<file path="config.mk">
export PLATFORM = sky130hd
export DESIGN_NAME = sdr_burst_seq
export DESIGN_NICKNAME = d
export VERILOG_FILES = /design/src/rtl/sdr_burst_pkg.sv /design/src/rtl/sdr_col_gen.sv /design/src/rtl/sdr_lat_pipe.sv /design/src/rtl/sdr_burst_seq.sv
export SDC_FILE = /design/constraint.sdc
export NUM_CORES = 1
export LEC_CHECK = 0
export BUFFER_PORTS_ARGS = -buffer_cell sky130_fd_sc_hd__buf_4
export CORE_MARGIN = 2
export CORE_UTILIZATION = 58
export CTS_CLUSTER_SIZE = 12
export DETAILED_ROUTE_END_ITERATION = 12
export PLACE_DENSITY = 0.8
export SKIP_LAST_GASP = 1
export SYNTH_ARGS = -nofsm -noshare
export SYNTH_HDL_FRONTEND = slang
export SYNTH_SLANG_ARGS = --single-unit
</file>
<file path="constraint.sdc">
create_clock -name clk_i -period 2.7 [get_ports clk_i]
set_clock_uncertainty 0.2 [all_clocks]
set_input_delay 0 -clock clk_i [delete_from_list [all_inputs] [get_ports clk_i]]
set_output_delay 0 -clock clk_i [all_outputs]
set_load 0.005 [all_outputs]
</file>
<file path="src/rtl/sdr_burst_pkg.sv">
package sdr_burst_pkg;
  localparam int COL_W_DEF  = 9;
  localparam int LEN_W      = 3;
  localparam int MAX_CL_DEF = 3;

  typedef enum logic {
    ORD_SEQ   = 1'b0,
    ORD_INTLV = 1'b1
  } burst_order_e;
endpackage

</file>
<file path="src/rtl/sdr_col_gen.sv">
module sdr_col_gen
  import sdr_burst_pkg::*;
#(
  parameter int COL_W = COL_W_DEF
) (
  input  logic             clk_i,
  input  logic             rst_ni,
  input  logic             start_i,
  input  logic             term_i,
  input  logic [COL_W-1:0] start_col_i,
  input  logic [LEN_W-1:0] len_code_i,
  input  burst_order_e     order_i,
  output logic [COL_W-1:0] col_o,
  output logic             col_vld_o,
  output logic             last_o
);
  logic [COL_W-1:0] base_q, cnt_q, col_q, mask_w, addr_w;
  logic [LEN_W-1:0] code_q;
  burst_order_e     order_q;
  logic             busy_q, vld_q, last_q, full_w, is_last_w, len1_w;

  assign full_w    = code_q[LEN_W-1];
  assign mask_w    = full_w ? '1 : COL_W'((1 << code_q[1:0]) - 1);
  assign is_last_w = !full_w && (cnt_q == mask_w);
  assign len1_w    = (len_code_i == '0);

  always_comb begin
    if (full_w)
      addr_w = base_q + cnt_q;
    else if (order_q == ORD_INTLV)
      addr_w = base_q ^ (cnt_q & mask_w);
    else
      addr_w = (base_q & ~mask_w) | ((base_q + cnt_q) & mask_w);
  end

  always_ff @(posedge clk_i or negedge rst_ni) begin
    if (!rst_ni) begin
      base_q  <= '0;
      code_q  <= '0;
      order_q <= ORD_SEQ;
      cnt_q   <= '0;
      busy_q  <= 1'b0;
      col_q   <= '0;
      vld_q   <= 1'b0;
      last_q  <= 1'b0;
    end else if (start_i) begin
      base_q  <= start_col_i;
      code_q  <= len_code_i;
      order_q <= order_i;
      cnt_q   <= COL_W'(1);
      busy_q  <= !len1_w;
      col_q   <= start_col_i;
      vld_q   <= 1'b1;
      last_q  <= len1_w;
    end else if (term_i || !busy_q) begin
      busy_q <= 1'b0;
      vld_q  <= 1'b0;
      last_q <= 1'b0;
    end else begin
      col_q  <= addr_w;
      vld_q  <= 1'b1;
      last_q <= is_last_w;
      busy_q <= !is_last_w;
      cnt_q  <= cnt_q + 1'b1;
    end
  end

  assign col_o     = col_q;
  assign col_vld_o = vld_q;
  assign last_o    = last_q;

  p_start_load_r8: assert property (@(posedge clk_i) disable iff (!rst_ni)
    start_i |=> (col_vld_o && col_o == $past(start_col_i)));

  p_term_halt_r7: assert property (@(posedge clk_i) disable iff (!rst_ni)
    (term_i && !start_i) |=> !col_vld_o);

  p_block_fixed_r2: assert property (@(posedge clk_i) disable iff (!rst_ni)
    (vld_q && !full_w) |-> (((col_q ^ base_q) & ~mask_w) == '0));

  p_page_step_r4: assert property (@(posedge clk_i) disable iff (!rst_ni)
    (vld_q && $past(vld_q) && full_w && !$past(start_i)) |-> (col_q == $past(col_q) + 1'b1));
endmodule

</file>
<file path="src/rtl/sdr_lat_pipe.sv">
module sdr_lat_pipe
  import sdr_burst_pkg::*;
#(
  parameter int MAX_CL = MAX_CL_DEF,
  localparam int TAP_W = (MAX_CL > 1) ? $clog2(MAX_CL) : 1
) (
  input  logic             clk_i,
  input  logic             rst_ni,
  input  logic             vld_i,
  input  logic             last_i,
  input  logic [TAP_W-1:0] tap_i,
  output logic             dv_o,
  output logic             done_o
);
  logic [MAX_CL-1:0] vld_sr, last_sr;

  // stage k holds the flag delayed by k+1 edges
  always_ff @(posedge clk_i or negedge rst_ni) begin
    if (!rst_ni) begin
      vld_sr  <= '0;
      last_sr <= '0;
    end else begin
      vld_sr  <= {vld_sr[MAX_CL-2:0], vld_i};
      last_sr <= {last_sr[MAX_CL-2:0], last_i};
    end
  end

  assign dv_o   = vld_sr[tap_i];
  assign done_o = last_sr[tap_i];

  p_done_valid_r6: assert property (@(posedge clk_i) disable iff (!rst_ni)
    done_o |-> dv_o);
endmodule

</file>
<file path="src/rtl/sdr_burst_seq.sv">
module sdr_burst_seq
  import sdr_burst_pkg::*;
#(
  parameter int COL_W  = COL_W_DEF,
  parameter int MAX_CL = MAX_CL_DEF
) (
  input  logic             clk_i,
  input  logic             rst_ni,
  input  logic             start_i,
  input  logic [COL_W-1:0] start_col_i,
  input  logic [LEN_W-1:0] burst_len_i,
  input  logic             burst_type_i,
  input  logic             cas_lat_i,
  input  logic             term_i,
  output logic [COL_W-1:0] col_o,
  output logic             col_valid_o,
  output logic             data_valid_o,
  output logic             burst_done_o
);
  localparam int TAP_W = (MAX_CL > 1) ? $clog2(MAX_CL) : 1;

  logic             vld_w, last_w;
  logic [TAP_W-1:0] tap_q;

  // tap = latency - 1
  always_ff @(posedge clk_i or negedge rst_ni) begin
    if (!rst_ni)      tap_q <= TAP_W'(1);
    else if (start_i) tap_q <= cas_lat_i ? TAP_W'(2) : TAP_W'(1);
  end

  sdr_col_gen #(.COL_W(COL_W)) u_col_gen (
    .clk_i       (clk_i),
    .rst_ni      (rst_ni),
    .start_i     (start_i),
    .term_i      (term_i),
    .start_col_i (start_col_i),
    .len_code_i  (burst_len_i),
    .order_i     (burst_order_e'(burst_type_i)),
    .col_o       (col_o),
    .col_vld_o   (vld_w),
    .last_o      (last_w)
  );

  sdr_lat_pipe #(.MAX_CL(MAX_CL)) u_lat_pipe (
    .clk_i  (clk_i),
    .rst_ni (rst_ni),
    .vld_i  (vld_w),
    .last_i (last_w),
    .tap_i  (tap_q),
    .dv_o   (data_valid_o),
    .done_o (burst_done_o)
  );

  assign col_valid_o = vld_w;

  p_reset_quiet_r9: assert property (@(posedge clk_i)
    !rst_ni |-> (!col_valid_o && !data_valid_o && !burst_done_o));
endmodule

</file>
==> impl_metrics.tcl <==
set metrics [dict create \
    io_pins 30 \
    finalWeightedCongestion 0.893 \
    clk_path_buf_depth 2 \
    synth.net_count 303 \
    clock_latency_ns 0.31 \
    max_stage_delay_ns 0.45 \
    reg2reg_to "u_col_gen.col_o[6]$_DFFE_PN0P_" \
    synth.cell_area_um2 2500 \
    design_area_um2 3130 \
    ir_drop_v 0.000421 \
    setup_violations 0 \
    synth_cell_types 42 \
    rsz0062_at_grt "false" \
    antenna_found_initial 0 \
    core_area_um2 4090 \
    grt_pass1_wl_um 9860 \
    ant_nets 0 \
    syn_to_final_growth_pct 25.1 \
    finalNonFillerCells 368 \
    worst-path-buf-inv 1 \
    max_slew_margin_pct 61.9 \
    max_freq_mhz 402 \
    wl_um 5750 \
    synthFlopType "dfrtp_1" \
    layout.nets 356 \
    r2r_cells 8 \
    wl_per_cell_um 15.6 \
    final_layout_size_suffix_gt1_share_pct 16.0 \
    track_usage_pct 25.6 \
    synthArstFlopShare_pct 100 \
    ys_warn_count 0 \
    placed_area_um2 2750 \
    critPathLaunchType "flip-flop" \
    critical_path_class "reg -> reg" \
    dr.pass1.iters 4 \
    slowest_stage "dfrtp_1" \
    post_cts_buffers 0 \
    numPortBuffers 29 \
    cts-resized-gates 0 \
    grt_max_degree 49 \
    path_max_fanout 5 \
    cts_root_buf "clkbuf_8" \
    h-tree-depth 2 \
    syn_avg_cell_area_um2 9.47 \
    clk_pin_slew_ns 0.08 \
    n_antenna_cell 0 \
    crit_chain "ha_1 > inv_1 > fa_1 > nand2b_1 > a211oi_1 > nor3_1 > or3b_2 > a21oi_1" \
    arrival_ns 2.52 \
    worst-endpoint-required_ns 2.73 \
    die_area_um2 4850 \
    grt_pass1_vias 2056 \
    die_w_um 69.7 \
    start_util_pct 61.2 \
    yosysMostFrequentCell "dfrtp_1" \
    worst_pin_slew_ns 0.571 \
    cts_buffers 5 \
    hold_violations 0 \
    cts_tree "built" \
    yosysSeqAreaShare_pct 42.1 \
    total_power_mw 1.62 \
    synth_edf_count 0 \
    post-route-min-period_ns 2.49 \
    dpl.hpwl_um 3820 \
    synthTopCellsByArea "dfrtp_1 (41%), ha_1 (10%), xor2_1 (4.6%)" \
    tns_ns 0 \
    drt_iter0_drc 137 \
    drv_cap 0 \
    crit_path_end_kind "flip-flop" \
    status "finished clean" \
    syn_inst 264 \
    vias 2089 \
    netlist.area_leader.share_pct 41.0 \
    clock-sinks 42 \
    cts.hold.buffers_added 26 \
    synthTopCellsByCount "dfrtp_1 (41), nand2_1 (23), nor2_1 (21), o21ai_0 (21), ha_1 (20)" \
    reg2reg_slack_ns 0.21 \
    rows 23 \
    die_h_um 69.7 \
    grt-ovfl-total 0 \
    finalCritPeriodShare_pct 92.2 \
    ys_ff_latch 42 \
    dp_cells 334 \
    drc 0 \
    hold_class "in -> async" \
    vias_per_cell 5.68 \
    yosysTopAreaCell "dfrtp_1" \
    p_leak_nw 1.44 \
    r2r_start "u_col_gen.cnt_q[0]$_DFFE_PN0P_" \
    final_max_slew_viol_count 0 \
    powerDensity_nw_per_um2 517 \
    crit_family "simple AND/OR/NAND/NOR gates" \
]
[placed cells by master (no fill, tap or decap), types with 2 or more instances in the layout]
master,n
a211oi_1,4
a21o_1,3
a21oi_1,19
a22oi_1,3
a31oi_1,4
and3_1,2
buf_4,31
clkbuf_8,6
dfrtp_1,41
dlygate4sd3_1,26
ha_1,20
inv_1,12
mux2_2,7
mux2i_1,3
nand2_1,23
nand2b_1,6
nand3_1,4
nand3b_1,2
nand4_1,3
nor2_1,21
nor2b_1,4
nor3_1,3
nor3b_1,2
nor4_1,3
o21ai_0,21
o221a_2,2
o22ai_1,3
o31ai_1,3
or3_1,4
xnor2_1,7
xor2_1,13
[where the power goes]
group          switching (mW)  internal, mW  leakage, nW  total [mW]
combinational           0.179         0.185        0.862       0.364
sequential             0.0547         0.679        0.516       0.733
clock                   0.218         0.302       0.0585       0.519
[cell families after synthesis]
group,count (synthesis),synth area share [%]
adders and majority gates,21,10.8
buffers and inverters,23,3.60
AOI/OAI and AO/OA,67,16.2
and+or+nand+nor,81,16.0
muxes,10,4.35
xor gates and xnor gates,20,7.01
DFF,42,42.1
[through the flow]
stage / hold WS [ns] / setup WS, ns / utilization [%]
after floorplan: -0.496 / 0.343 / -
after global placement: -0.189 / 0.332 / 67.3
after detailed placement: -0.186 / 0.229 / 67.3
after CTS: 0.0333 / 0.203 / 76.5
after global routing: 0.0787 / 0.0850 / 76.5
final: 0.0196 / 0.210 / 76.5
[area by class of cell]
| cell class | count | area, um^2 |
|---|---|---|
| Fill cell | 277 | 960 |
| Multi-Input combinational cell | 199 | 1360 |
| Tap cell | 50 | 62.6 |
| Clock inverter | 1 | 30.0 |
| Timing Repair Buffer | 57 | 493 |
| Inverter | 12 | 45.0 |
| Sequential cell | 42 | 1050 |
| Clock buffer | 7 | 86.3 |
[worst register-to-register path, cell delays in order (launching register included)]
cell,delay [ns]
dfrtp_1,0.45
ha_1,0.20
inv_1,0.06
fa_1,0.40
nand2b_1,0.20
a211oi_1,0.28
nor3_1,0.07
or3b_2,0.43
a21oi_1,0.14
[layer usage]
| layer | wire (um) | track usage, % |
|---|---|---|
| met5 | 0 | 0 |
| met4 | 63 | 7.26 |
| met3 | 296 | 6.40 |
| met2 | 2770 | 42.5 |
| met1 | 2620 | 33.3 |
[worst max path at each step]
stage	start	to	slack [ns]	cells after the start
after floorplan	u_col_gen.code_q[2]$_DFFE_PN0P_	u_col_gen.col_o[0]$_DFFE_PN0P_	0.34	9
after global placement	u_col_gen.cnt_q[0]$_DFFE_PN0P_	u_col_gen.col_o[6]$_DFFE_PN0P_	0.33	8
after detailed placement	u_col_gen.cnt_q[0]$_DFFE_PN0P_	u_col_gen.col_o[6]$_DFFE_PN0P_	0.23	8
after CTS	u_col_gen.cnt_q[0]$_DFFE_PN0P_	u_col_gen.col_o[6]$_DFFE_PN0P_	0.20	8
after global routing	u_col_gen.cnt_q[0]$_DFFE_PN0P_	u_col_gen.col_o[2]$_DFFE_PN0P_	0.08	8
final	u_col_gen.cnt_q[0]$_DFFE_PN0P_	u_col_gen.col_o[6]$_DFFE_PN0P_	0.21	8
[state kept, by name, summed over array words and instances, names as in the netlist, 2 cells and up]
register and flops:
u_lat_pipe.vld_sr 3, tap_q 2, u_col_gen.code_q 3, u_col_gen.col_o 9, u_col_gen.base_q 9, u_lat_pipe.last_sr 3, u_col_gen.cnt_q 9
No activity file was read; power rests on OpenSTA's default activity.
